--- src/rtl/eep_pkg.sv ---
package eep_pkg;
  typedef enum logic [2:0] {
    ST_IDLE,
    ST_CTRL,
    ST_ADDR,
    ST_WDATA,
    ST_READ
  } eep_state_e;

  localparam logic [3:0] DEV_CODE = 4'b1010;
  localparam logic [3:0] BIT_ACK  = 4'd8;
  localparam logic [3:0] BIT_END  = 4'd9;
endpackage

--- src/rtl/eep_scl_edge.sv ---
module eep_scl_edge (
  input  logic clk,
  input  logic rst_n,
  input  logic scl_i,
  output logic rise_o,
  output logic fall_o
);
  logic scl_q;

  always_ff @(posedge clk or negedge rst_n) begin
    if (!rst_n) scl_q <= 1'b1;
    else        scl_q <= scl_i;
  end

  assign rise_o = scl_i & ~scl_q;
  assign fall_o = ~scl_i & scl_q;
endmodule

--- src/rtl/eep_bit_ctr.sv ---
module eep_bit_ctr
  import eep_pkg::*;
(
  input  logic       clk,
  input  logic       rst_n,
  input  logic       clr_i,
  input  logic       rise_i,
  input  logic       fall_i,
  input  logic       sda_i,
  output logic [3:0] cnt_o,
  output logic [7:0] rx_o
);
  logic [3:0] cnt_n;
  logic [7:0] rx_n;

  always_comb begin
    cnt_n = cnt_o;
    rx_n  = rx_o;
    if (clr_i) begin
      cnt_n = '0;
    end else if (rise_i && cnt_o < BIT_ACK) begin
      rx_n  = {rx_o[6:0], sda_i};
      cnt_n = cnt_o + 4'd1;
    end else if (rise_i && cnt_o == BIT_ACK) begin
      cnt_n = BIT_END;
    end else if (fall_i && cnt_o == BIT_END) begin
      cnt_n = '0;
    end
  end

  always_ff @(posedge clk or negedge rst_n) begin
    if (!rst_n) begin
      cnt_o <= '0;
      rx_o  <= '0;
    end else begin
      cnt_o <= cnt_n;
      rx_o  <= rx_n;
    end
  end


  cnt_range_chk: assert property (@(posedge clk) disable iff (!rst_n)
    cnt_o <= BIT_END);
endmodule

--- src/rtl/eep_ptr.sv ---
module eep_ptr #(
  parameter int ADDR_W     = 10,
  parameter int PAGE_BYTES = 16
) (
  input  logic                clk,
  input  logic                rst_n,
  input  logic                load_hi_i,
  input  logic [ADDR_W-9:0]   hi_i,
  input  logic                load_lo_i,
  input  logic [7:0]          lo_i,
  input  logic                inc_page_i,
  input  logic                inc_all_i,
  output logic [ADDR_W-1:0]   ptr_o
);
  localparam int PAGE_W = $clog2(PAGE_BYTES);

  logic [ADDR_W-1:0] ptr_n;

  always_comb begin
    ptr_n = ptr_o;
    if (load_hi_i) ptr_n[ADDR_W-1:8] = hi_i;
    if (load_lo_i) ptr_n[7:0] = lo_i;
    if (inc_page_i) ptr_n[PAGE_W-1:0] = ptr_o[PAGE_W-1:0] + 1'b1;
    if (inc_all_i)  ptr_n = ptr_o + 1'b1;
  end

  always_ff @(posedge clk or negedge rst_n) begin
    if (!rst_n) ptr_o <= '0;
    else        ptr_o <= ptr_n;
  end


  page_hold_chk: assert property (@(posedge clk) disable iff (!rst_n)
    inc_page_i |=> ptr_o[ADDR_W-1:PAGE_W] == $past(ptr_o[ADDR_W-1:PAGE_W]));


  ptr_wrap_chk: assert property (@(posedge clk) disable iff (!rst_n)
    (inc_all_i && (&ptr_o)) |=> ptr_o == '0);
endmodule

--- src/rtl/eeprom_2w_slave.sv ---
module eeprom_2w_slave
  import eep_pkg::*;
#(
  parameter int ADDR_W     = 10,
  parameter int PAGE_BYTES = 16
) (
  input  logic              clk,
  input  logic              rst_n,
  input  logic              scl_s,
  input  logic              sda_s,
  input  logic              start_stb,
  input  logic              stop_stb,
  input  logic              busy_i,
  input  logic [7:0]        mem_rdata,
  output logic              sda_oe,
  output logic [ADDR_W-1:0] mem_raddr,
  output logic              pb_we,
  output logic [ADDR_W-1:0] pb_addr,
  output logic [7:0]        pb_wdata
);
  localparam int BLK_W = ADDR_W - 8;

  logic [1:0] rst_sync;
  logic       rst_ln;

  always_ff @(posedge clk or negedge rst_n) begin
    if (!rst_n) rst_sync <= '0;
    else        rst_sync <= {rst_sync[0], 1'b1};
  end
  assign rst_ln = rst_sync[1];

  logic       scl_rise, scl_fall;
  logic [3:0] cnt;
  logic [7:0] rx;
  logic       ctr_clr;
  logic       ld_hi, ld_lo, inc_page, inc_all;
  logic [ADDR_W-1:0] ptr;

  eep_scl_edge u_edge (
    .clk(clk), .rst_n(rst_ln), .scl_i(scl_s),
    .rise_o(scl_rise), .fall_o(scl_fall)
  );

  eep_bit_ctr u_ctr (
    .clk(clk), .rst_n(rst_ln), .clr_i(ctr_clr),
    .rise_i(scl_rise), .fall_i(scl_fall), .sda_i(sda_s),
    .cnt_o(cnt), .rx_o(rx)
  );

  eep_ptr #(.ADDR_W(ADDR_W), .PAGE_BYTES(PAGE_BYTES)) u_ptr (
    .clk(clk), .rst_n(rst_ln),
    .load_hi_i(ld_hi), .hi_i(rx[BLK_W:1]),
    .load_lo_i(ld_lo), .lo_i(rx),
    .inc_page_i(inc_page), .inc_all_i(inc_all),
    .ptr_o(ptr)
  );

  eep_state_e state_q, state_n;
  logic       oe_n;
  logic [7:0] tx_q, tx_n;
  logic       pb_we_n;

  always_comb begin
    state_n  = state_q;
    oe_n     = sda_oe;
    tx_n     = tx_q;
    pb_we_n  = 1'b0;
    ld_hi    = 1'b0;
    ld_lo    = 1'b0;
    inc_page = 1'b0;
    inc_all  = 1'b0;
    ctr_clr  = 1'b0;
    if (start_stb) begin
      state_n = ST_CTRL;
      oe_n    = 1'b0;
      ctr_clr = 1'b1;
    end else if (stop_stb) begin
      state_n = ST_IDLE;
      oe_n    = 1'b0;
      ctr_clr = 1'b1;
    end else begin
      case (state_q)
        ST_CTRL, ST_ADDR, ST_WDATA: begin
          if (scl_fall && cnt == BIT_ACK) begin
            if (busy_i) begin
              state_n = ST_IDLE;
            end else if (state_q == ST_CTRL) begin
              if (rx[7:4] == DEV_CODE) begin
                oe_n    = 1'b1;
                ld_hi   = 1'b1;
                state_n = rx[0] ? ST_READ : ST_ADDR;
              end else begin
                state_n = ST_IDLE;
              end
            end else if (state_q == ST_ADDR) begin
              oe_n    = 1'b1;
              ld_lo   = 1'b1;
              state_n = ST_WDATA;
            end else begin
              oe_n     = 1'b1;
              pb_we_n  = 1'b1;
              inc_page = 1'b1;
            end
          end else if (scl_fall && cnt == BIT_END) begin
            oe_n = 1'b0;
          end
        end
        ST_READ: begin
          if (scl_fall && cnt == BIT_END) begin
            tx_n = mem_rdata;
            oe_n = ~mem_rdata[7];
          end else if (scl_fall && cnt != 4'd0 && cnt < BIT_ACK) begin
            tx_n = {tx_q[6:0], 1'b0};
            oe_n = ~tx_q[6];
          end else if (scl_fall && cnt == BIT_ACK) begin
            oe_n    = 1'b0;
            inc_all = 1'b1;
          end else if (scl_rise && cnt == BIT_ACK && sda_s) begin
            state_n = ST_IDLE;
            ctr_clr = 1'b1;
          end
        end
        default: ;
      endcase
    end
  end

  always_ff @(posedge clk or negedge rst_ln) begin
    if (!rst_ln) begin
      state_q  <= ST_IDLE;
      sda_oe   <= 1'b0;
      tx_q     <= '0;
      pb_we    <= 1'b0;
      pb_addr  <= '0;
      pb_wdata <= '0;
    end else begin
      state_q <= state_n;
      sda_oe  <= oe_n;
      tx_q    <= tx_n;
      pb_we   <= pb_we_n;
      if (pb_we_n) begin
        pb_addr  <= ptr;
        pb_wdata <= rx;
      end
    end
  end

  assign mem_raddr = ptr;


  idle_quiet_chk: assert property (@(posedge clk) disable iff (!rst_ln)
    (state_q == ST_IDLE && !start_stb) |=> !sda_oe);


  busy_silent_chk: assert property (@(posedge clk) disable iff (!rst_ln)
    (sda_oe && !$past(sda_oe) && $past(state_q) != ST_READ) |-> !$past(busy_i));


  scl_low_drive_chk: assert property (@(posedge clk) disable iff (!rst_ln)
    ((sda_oe != $past(sda_oe)) && !$past(start_stb) && !$past(stop_stb))
      |-> !$past(scl_s));


  pb_pulse_chk: assert property (@(posedge clk) disable iff (!rst_ln)
    pb_we |-> ($past(state_q) == ST_WDATA) && !$past(pb_we));
endmodule

--- config.mk ---
export PLATFORM = sky130hd
export DESIGN_NAME = eeprom_2w_slave
export DESIGN_NICKNAME = d
export VERILOG_FILES = /design/src/rtl/eep_pkg.sv /design/src/rtl/eep_scl_edge.sv /design/src/rtl/eep_bit_ctr.sv /design/src/rtl/eep_ptr.sv /design/src/rtl/eeprom_2w_slave.sv
export SDC_FILE = /design/constraint.sdc
export NUM_CORES = 1
export LEC_CHECK = 0
export ABC_AREA = 1
export BUFFER_PORTS_ARGS = -buffer_cell sky130_fd_sc_hd__buf_4
export CORE_MARGIN = 2
export CORE_UTILIZATION = 60
export DETAILED_ROUTE_END_ITERATION = 8
export PLACE_DENSITY = 0.8
export SYNTH_ARGS = -nofsm -noshare
export SYNTH_HDL_FRONTEND = slang
export SYNTH_HIERARCHICAL = 1
export SYNTH_SLANG_ARGS = --single-unit
export TNS_END_PERCENT = 50
--- constraint.sdc ---
create_clock -name clk -period 2.9 [get_ports clk]
set_input_delay 0.58 -clock clk [delete_from_list [all_inputs] [get_ports clk]]
set_output_delay 0.58 -clock clk [all_outputs]
set_load 0.1 [all_outputs]
# --- After elaboration in Yosys (flattened, before gate mapping) ---
# Index checks and enable logic that the tools add are counted.
totals:
  mem_bits_rw: 0
  latch_bits: 0
  memories: 0
  ff_bits: 55
  mem_bits_ro: 0
  output_inout_bits: 30
op_classes:
  n_addsub: 3
  n_div: 0
  n_bitwise: 9
  reduce_logical: 19
  shift: 0
  mul: 0
  muxes: 68
  magnitude_cmp: 1
  n_eq_ne: 17
ops:
  columns: ["op", "n"]
  rows:
  - ["$mux 1", 44]
  - ["$mux 3", 12]
  - ["$mux 4", 5]
  - ["$ne 4x4->1 const B", 5]
  - ["$ne 6x6->1 const B", 3]
  - ["$mux 7", 2]
  - ["$eq 4x4->1 const B", 3]
  - ["$reduce_bool 4->1", 3]
  - ["$add 10x1->10 const B", 1]
  - ["$mux 10", 1]
  - ["$ne 5x5->1 const B", 2]
  - ["$add 4x1->4 const B", 2]
  - ["$mux 8", 1]
  - ["$logic_and 1x1->1", 7]
  - ["$not 1->1", 7]
  - ["$reduce_and 7->1", 1]
  - ["$eq 3x2->1 const B", 2]
  - ["$pmux 3 s2", 1]
  - ["$reduce_bool 2->1", 3]
  - ["$reduce_and 5->1", 1]
  - ["$lt 4x4->1 const B", 1]
  - ["$reduce_and 4->1", 1]
  - ["$eq 3x1->1 const B", 1]
  - ["$eq 3x3->1 const B", 1]
  - ["6 further kinds", 7]

# --- Logic depth before layout (Yosys ltp) ---
depth:
  depth_word: 13
  mapped_depth: 11
  depth_no_buf: 11

# --- Hierarchy ---
# The synthesis kept the hierarchy.
modules_own_cells:
  columns: ["mod", "area_per_inst_um2", "cells_per_inst", "seq_area_each_um2", "n_inst"]
  rows:
  - ["eeprom_2w_slave", 1652.8, 209, 800.8, 1]
  - ["eep_ptr", 680.7, 98, 250.2, 1]
  - ["eep_bit_ctr", 600.6, 73, 300.3, 1]
  - ["eep_scl_edge", 41.3, 5, 26.3, 1]

# --- Worst setup path before layout ---
# Ideal clock, no wire load.
synth_timing:
  kind: "in2reg"
  startpoint: "in scl_s"
  endpoint: "reg u_ptr.ptr_o[3]"
  cell_stages: 9
  path_buffers: 0
  setup_time_ns: 0.167
  slack_ns: 0.355
  arrival_ns: 2.377
  path_cell_list: "nor2_1 nand3_2 nor2_1 nand3_1 nor4_1 inv_2 nor2_4 nand3b_1 o211ai_1"
synth_via:
  word_cells_on_any_way: 23
  classes_between: "mux (16); bitwise (2); reduce/logical (5)"
synth_rtl:
  columns: ["element", "line_no", "text"]
  rows:
  - ["start, declared", "eeprom_2w_slave.sv:9", "input logic scl_s,"]
  - ["$not 1->1", "eep_scl_edge.sv:16", "assign fall_o = ~scl_i & scl_q;"]
  - ["$and 1x1->1", "eep_scl_edge.sv:16", null]
  - ["$logic_and 1x1->1", "eeprom_2w_slave.sv:84", "if (scl_fall && cnt == BIT_ACK) begin"]
  - ["$mux 1", "eeprom_2w_slave.sv:84", null]
  - ["$mux 1", "eeprom_2w_slave.sv:82", "case (state_q)"]
  - ["$mux 1", "eeprom_2w_slave.sv:77", "end else if (stop_stb) begin"]
  - ["$mux 1", "eeprom_2w_slave.sv:73", "if (start_stb) begin"]
  - ["via ld_lo", "eeprom_2w_slave.sv:36", "logic ld_hi, ld_lo, inc_page, inc_all;"]
  - ["$reduce_bool 3->1 (no source line)", null, null]
  - ["end signal, assigned", "eep_ptr.sv:29", "else ptr_o <= ptr_n;"]
  - ["end, declared", "eep_ptr.sv:13", "output logic [ADDR_W-1:0] ptr_o"]
# The timed path passes the listed nets, and every way through them passes these cells.
# A chain may end at the register's enable or synchronous reset.

# --- Final worst setup path ---
layout_timing:
  startpoint: "reg u_edge.scl_q"
  endpoint: "reg u_ptr.ptr_o[3]"
layout_via:
  word_cells_on_any_way: 22
  classes_between: "mux (16); bitwise (1); reduce/logical (5)"
layout_rtl:
  columns: ["element", "line_no", "text"]
  rows:
  - ["start, declared", "eep_scl_edge.sv:8", "logic scl_q;"]
  - ["start signal, assigned", "eep_scl_edge.sv:12", "else scl_q <= scl_i;"]
  - ["$and 1x1->1", "eep_scl_edge.sv:16", null]
  - ["via scl_fall", "eeprom_2w_slave.sv:32", "logic scl_rise, scl_fall;"]
  - ["$logic_and 1x1->1", "eeprom_2w_slave.sv:84", null]
  - ["$mux 1", "eeprom_2w_slave.sv:84", null]
  - ["$mux 1", "eeprom_2w_slave.sv:82", null]
  - ["$mux 1", "eeprom_2w_slave.sv:77", null]
  - ["$mux 1", "eeprom_2w_slave.sv:73", null]
  - ["via ld_lo", "eeprom_2w_slave.sv:36", null]
  - ["$reduce_bool 3->1 (no source line)", null, null]
# The timed path passes the listed nets, and every way through them passes these cells.

==> summary by stage <==
Flow run
Max-cap violations in this run came to 0.

Outcome
The run finished with clean final reports.

Yosys
The post-synthesis area per instance is 7.73 sq um. Sequential elements use 46.3% of the synthesized area. When the netlist entered floorplanning its net count stood at ~400. The total standard cell area after synthesis is 2980 sq um. Synthesis instantiated 33 different standard cells from the library. Counting flops and latches in the post-synthesis netlist gives 55. The Yosys step of the flow raised 6 warnings. Synthesis produced 385 cells.

Floorplan
From bottom edge to top edge, the die measures 74.4 um. In this run the standard cell core region covers about 4800 sq um. The number of placed I/O pins is between 40 and 50. The starting utilization of the core area is 62.6%. The die covers about 5500 sq um. After floorplanning, the core was divided into 25 placement rows.

The die is around 74 um wide.

Route
The number of vias per cell is 5.13. For this block, the initial DRC count from the detailed router was 163. The final layout contains routed wiring with a total length of 6060 um. The average routed wire per standard cell is 12.1 um. For this run, the detailed router's first-pass iteration total came to 4.

The overall via count from detail_route is 2572. The residual antenna-violating net count after detailed routing is 0. The final routed DRC violation total is 0.

Timing
The final hold slack is ~0.032 ns. The actual slew at the worst max-slew pin is 0.667 ns. The setup total negative slack is 0 ns. The final-report hold violation count is 0. The tightest slew margin relative to the limit is 55.5%. The highest achievable clock rate is 434 MHz. The final count of pins violating max slew is 0. Counting I/O delays and the setup requirement, the final critical path takes approximately 2.3 ns. The share of the cycle needed by the critical path after routing is 79.4%. Setup repair after global routing left no endpoint under its margin.

The final worst clock skew is a little over 0.009 ns. Setup violations remaining at the end of the flow were counted as 0.

Global route
Global routing used 24.3% of the available tracks. The pin count of the biggest net entering global routing is 32. The first global-routing pass estimated 10500 um of wire. The initial antenna violation count is 0. The total global routing overflow is 0. The via count of the first global-routing pass is 2451.

Final layout
The layout net count is 453. The count of inserted antenna diode cells is 0. The layout cell share with drive strength beyond 1 is 21.7%. The non-filler instance count after layout is about 500. After filler insertion, the fill cell instance count of the layout stands at 422. The layout-stage area growth over the synthesis result is 15.9%.

Clocking
For this design, the CTS-stage hold fixing added 0 buffers. The clock-pin transition on the worst setup and hold timing paths is 0.09 ns. In this run the clock root is driven by a sky130_fd_sc_hd__clkbuf_8.

CTS built an H-tree with a depth of 2. TritonCTS built the clock tree. The post-CTS resize count is 0.

CTS saw 55 sinks. The number of clock buffers added by TritonCTS is 5. The number of setup buffers added after CTS is 0. The insertion delay to the later sink of the worst-skew pair is between 0.3 and 0.4 ns.

No sink is reached through more buffers than the 2 on the longest clock path.

Power
The worst ir drop on vdd is 0.287 mV. In this run the static leakage power is 0.00184 uW. The power density over the cells is about 400 nW/um^2.

Critical path
The worst setup path is captured at a flip-flop. The number of cell instances on the worst register-to-register path is 10. In this run the worst path has a maximum fanout of 6. The critical path data required time is just over 3 ns. The data arrival time of the critical path is 2.49 ns. The start-to-end type of the worst setup path is flip-flop to flip-flop. The kind of start point of the critical path is a flip-flop.

Placed design
The placed cell count is between 400 and 500. Once detailed placement completed, the half-perimeter wirelength came to 4490 um. The total of buffers placed on input and output ports is 44. At the end of routability-driven placement, the weighted congestion stood at 0.909.

Worst hold path
The path type of the worst min-delay path is input port to async pin.
## metal layers
layer | routed length (um) | global-route usage, %
met1 | 2640 | 29.1
met5 | 0 | 0
met4 | 86 | 7.74
met2 | 3160 | 44.7
met3 | 180 | 3.79
## report_power, final
group | switching, uW | internal, uW | total [uW] | leakage [uW]
clock | 232 | 188 | 420 | 0.0000470
combinational | 72.2 | 42.9 | 115 | 0.00104
sequential | 46.5 | 791 | 838 | 0.000747
## path summary, 6_finish.rpt
check                                                   to  slack (ns)                    from
worst max register to register  u_ptr/ptr_o[3]$_DFFE_PN0P_        0.60  u_edge/scl_q$_DFF_PN1_
max in group asynchronous        u_ctr/rx_o[6]$_DFFE_PN0P_        1.82   rst_sync[1]$_DFF_PN0_
min in group clk                     rst_sync[1]$_DFF_PN0_        0.36   rst_sync[0]$_DFF_PN0_
worst max-delay path            u_ptr/ptr_o[3]$_DFFE_PN0P_        0.60  u_edge/scl_q$_DFF_PN1_
worst min register to register         tx_q[0]$_DFFE_PN0P_        0.31   rst_sync[1]$_DFF_PN0_
worst min-delay path                 rst_sync[0]$_DFF_PN0_        0.03                   rst_n
## cell usage after synthesis
cell type / count / area, sq um
sky130_fd_sc_hd__buf_6: 5 / 56.3
sky130_fd_sc_hd__o31ai_2: 3 / 37.5
sky130_fd_sc_hd__nand2_2: 8 / 50.1
sky130_fd_sc_hd__nor2_1: 32 / 120
sky130_fd_sc_hd__dfrtp_1: 54 / 1350
sky130_fd_sc_hd__o211ai_1: 5 / 37.5
sky130_fd_sc_hd__nor3_2: 2 / 20.0
sky130_fd_sc_hd__o31ai_1: 3 / 22.5
sky130_fd_sc_hd__nand3b_1: 3 / 22.5
sky130_fd_sc_hd__nand4_1: 2 / 12.5
sky130_fd_sc_hd__conb_1: 1 / 3.75
sky130_fd_sc_hd__a21oi_1: 1 / 5.00
sky130_fd_sc_hd__clkinv_1: 1 / 3.75
sky130_fd_sc_hd__a22oi_1: 1 / 7.51
sky130_fd_sc_hd__and3_1: 1 / 6.26
sky130_fd_sc_hd__inv_1: 25 / 93.8
sky130_fd_sc_hd__nor2_8: 1 / 20.0
sky130_fd_sc_hd__or2_2: 1 / 6.26
sky130_fd_sc_hd__nor3_1: 3 / 15.0
sky130_fd_sc_hd__or2_1: 1 / 6.26
sky130_fd_sc_hd__dfstp_2: 1 / 26.3
sky130_fd_sc_hd__inv_4: 1 / 6.26
sky130_fd_sc_hd__nor2_4: 7 / 78.8
sky130_fd_sc_hd__nor2_2: 4 / 25.0
sky130_fd_sc_hd__o21bai_1: 1 / 7.51
sky130_fd_sc_hd__buf_2: 1 / 5.00
sky130_fd_sc_hd__o21ai_0: 3 / 15.0
sky130_fd_sc_hd__nand2_1: 156 / 586
sky130_fd_sc_hd__ha_1: 4 / 50.1
sky130_fd_sc_hd__nand3_2: 3 / 30.0
sky130_fd_sc_hd__inv_2: 7 / 26.3
sky130_fd_sc_hd__nor4_1: 1 / 6.26
sky130_fd_sc_hd__nand3_1: 43 / 215
## metrics by stage
step	util, %	area (sq um)	power, uW	setup WS [ns]
6_report	72.5	3450	1370	0.596
5_1_grt	72.5	3450	1430	0.427
4_1_cts	72.5	3450	1390	0.607
3_5_place_dp	70.7	3360	967	0.456
3_3_place_gp	70.7	3360	963	0.513
2_1_floorplan	-	2980	916	0.355
## flip-flops by register name, indices dropped and copies added, names as in the netlist
signal / count
pb_addr: 10
pb_wdata: 8
pb_we: 1
rst_sync: 2
sda_oe: 1
state_q: 3
tx_q: 7
u_ctr/cnt_o: 4
u_ctr/rx_o: 8
u_edge/scl_q: 1
u_ptr/ptr_o: 10
## critical path: stages, from the launching register on
cell	delay (ns)
sky130_fd_sc_hd__dfstp_2	0.54
sky130_fd_sc_hd__inv_1	0.04
sky130_fd_sc_hd__nor2_1	0.22
sky130_fd_sc_hd__nand3_2	0.24
sky130_fd_sc_hd__nor2_1	0.19
sky130_fd_sc_hd__nand3_1	0.12
sky130_fd_sc_hd__nor4_1	0.35
sky130_fd_sc_hd__inv_2	0.14
sky130_fd_sc_hd__nor2_4	0.15
sky130_fd_sc_hd__nand3b_1	0.12
sky130_fd_sc_hd__o211ai_1	0.08
## cell type report
| class | count | area (sq um) | area share [%] |
|---|---|---|---|
| flip-flops and latches | 55 | 1380 | 40.0 |
| inverters | 34 | 130 | 3.77 |
| clock inverters | 1 | 5.00 | 0.145 |
| multi-input cells | 290 | 1410 | 40.8 |
| repair buffers | 48 | 360 | 10.5 |
| well taps | 67 | 83.8 | 2.43 |
| clock buffers | 6 | 82.6 | 2.40 |
## placed cells by master, fill, tap and decap left out, drive strengths merged, types with 3 or more instances in the layout
cell / count
nand2: 164
dfrtp: 54
buf: 48
nand3: 46
nor2: 44
inv: 33
clkbuf: 6
o31ai: 6
o211ai: 5
nor3: 5
ha: 4
o21ai: 3
nand3b: 3
## kinds of logic (layout without fill, tap and decap cells)
logic type	Yosys count	after routing	share of synthesized area, %
compound gates	17	17	4.46
fa+ha+maj	4	4	1.68
buf+inv	40	89	6.43
flops	55	55	46.3
other cells	1	1	0.126
simple gates	268	268	41.0
Power figures use the tool's default switching activity.
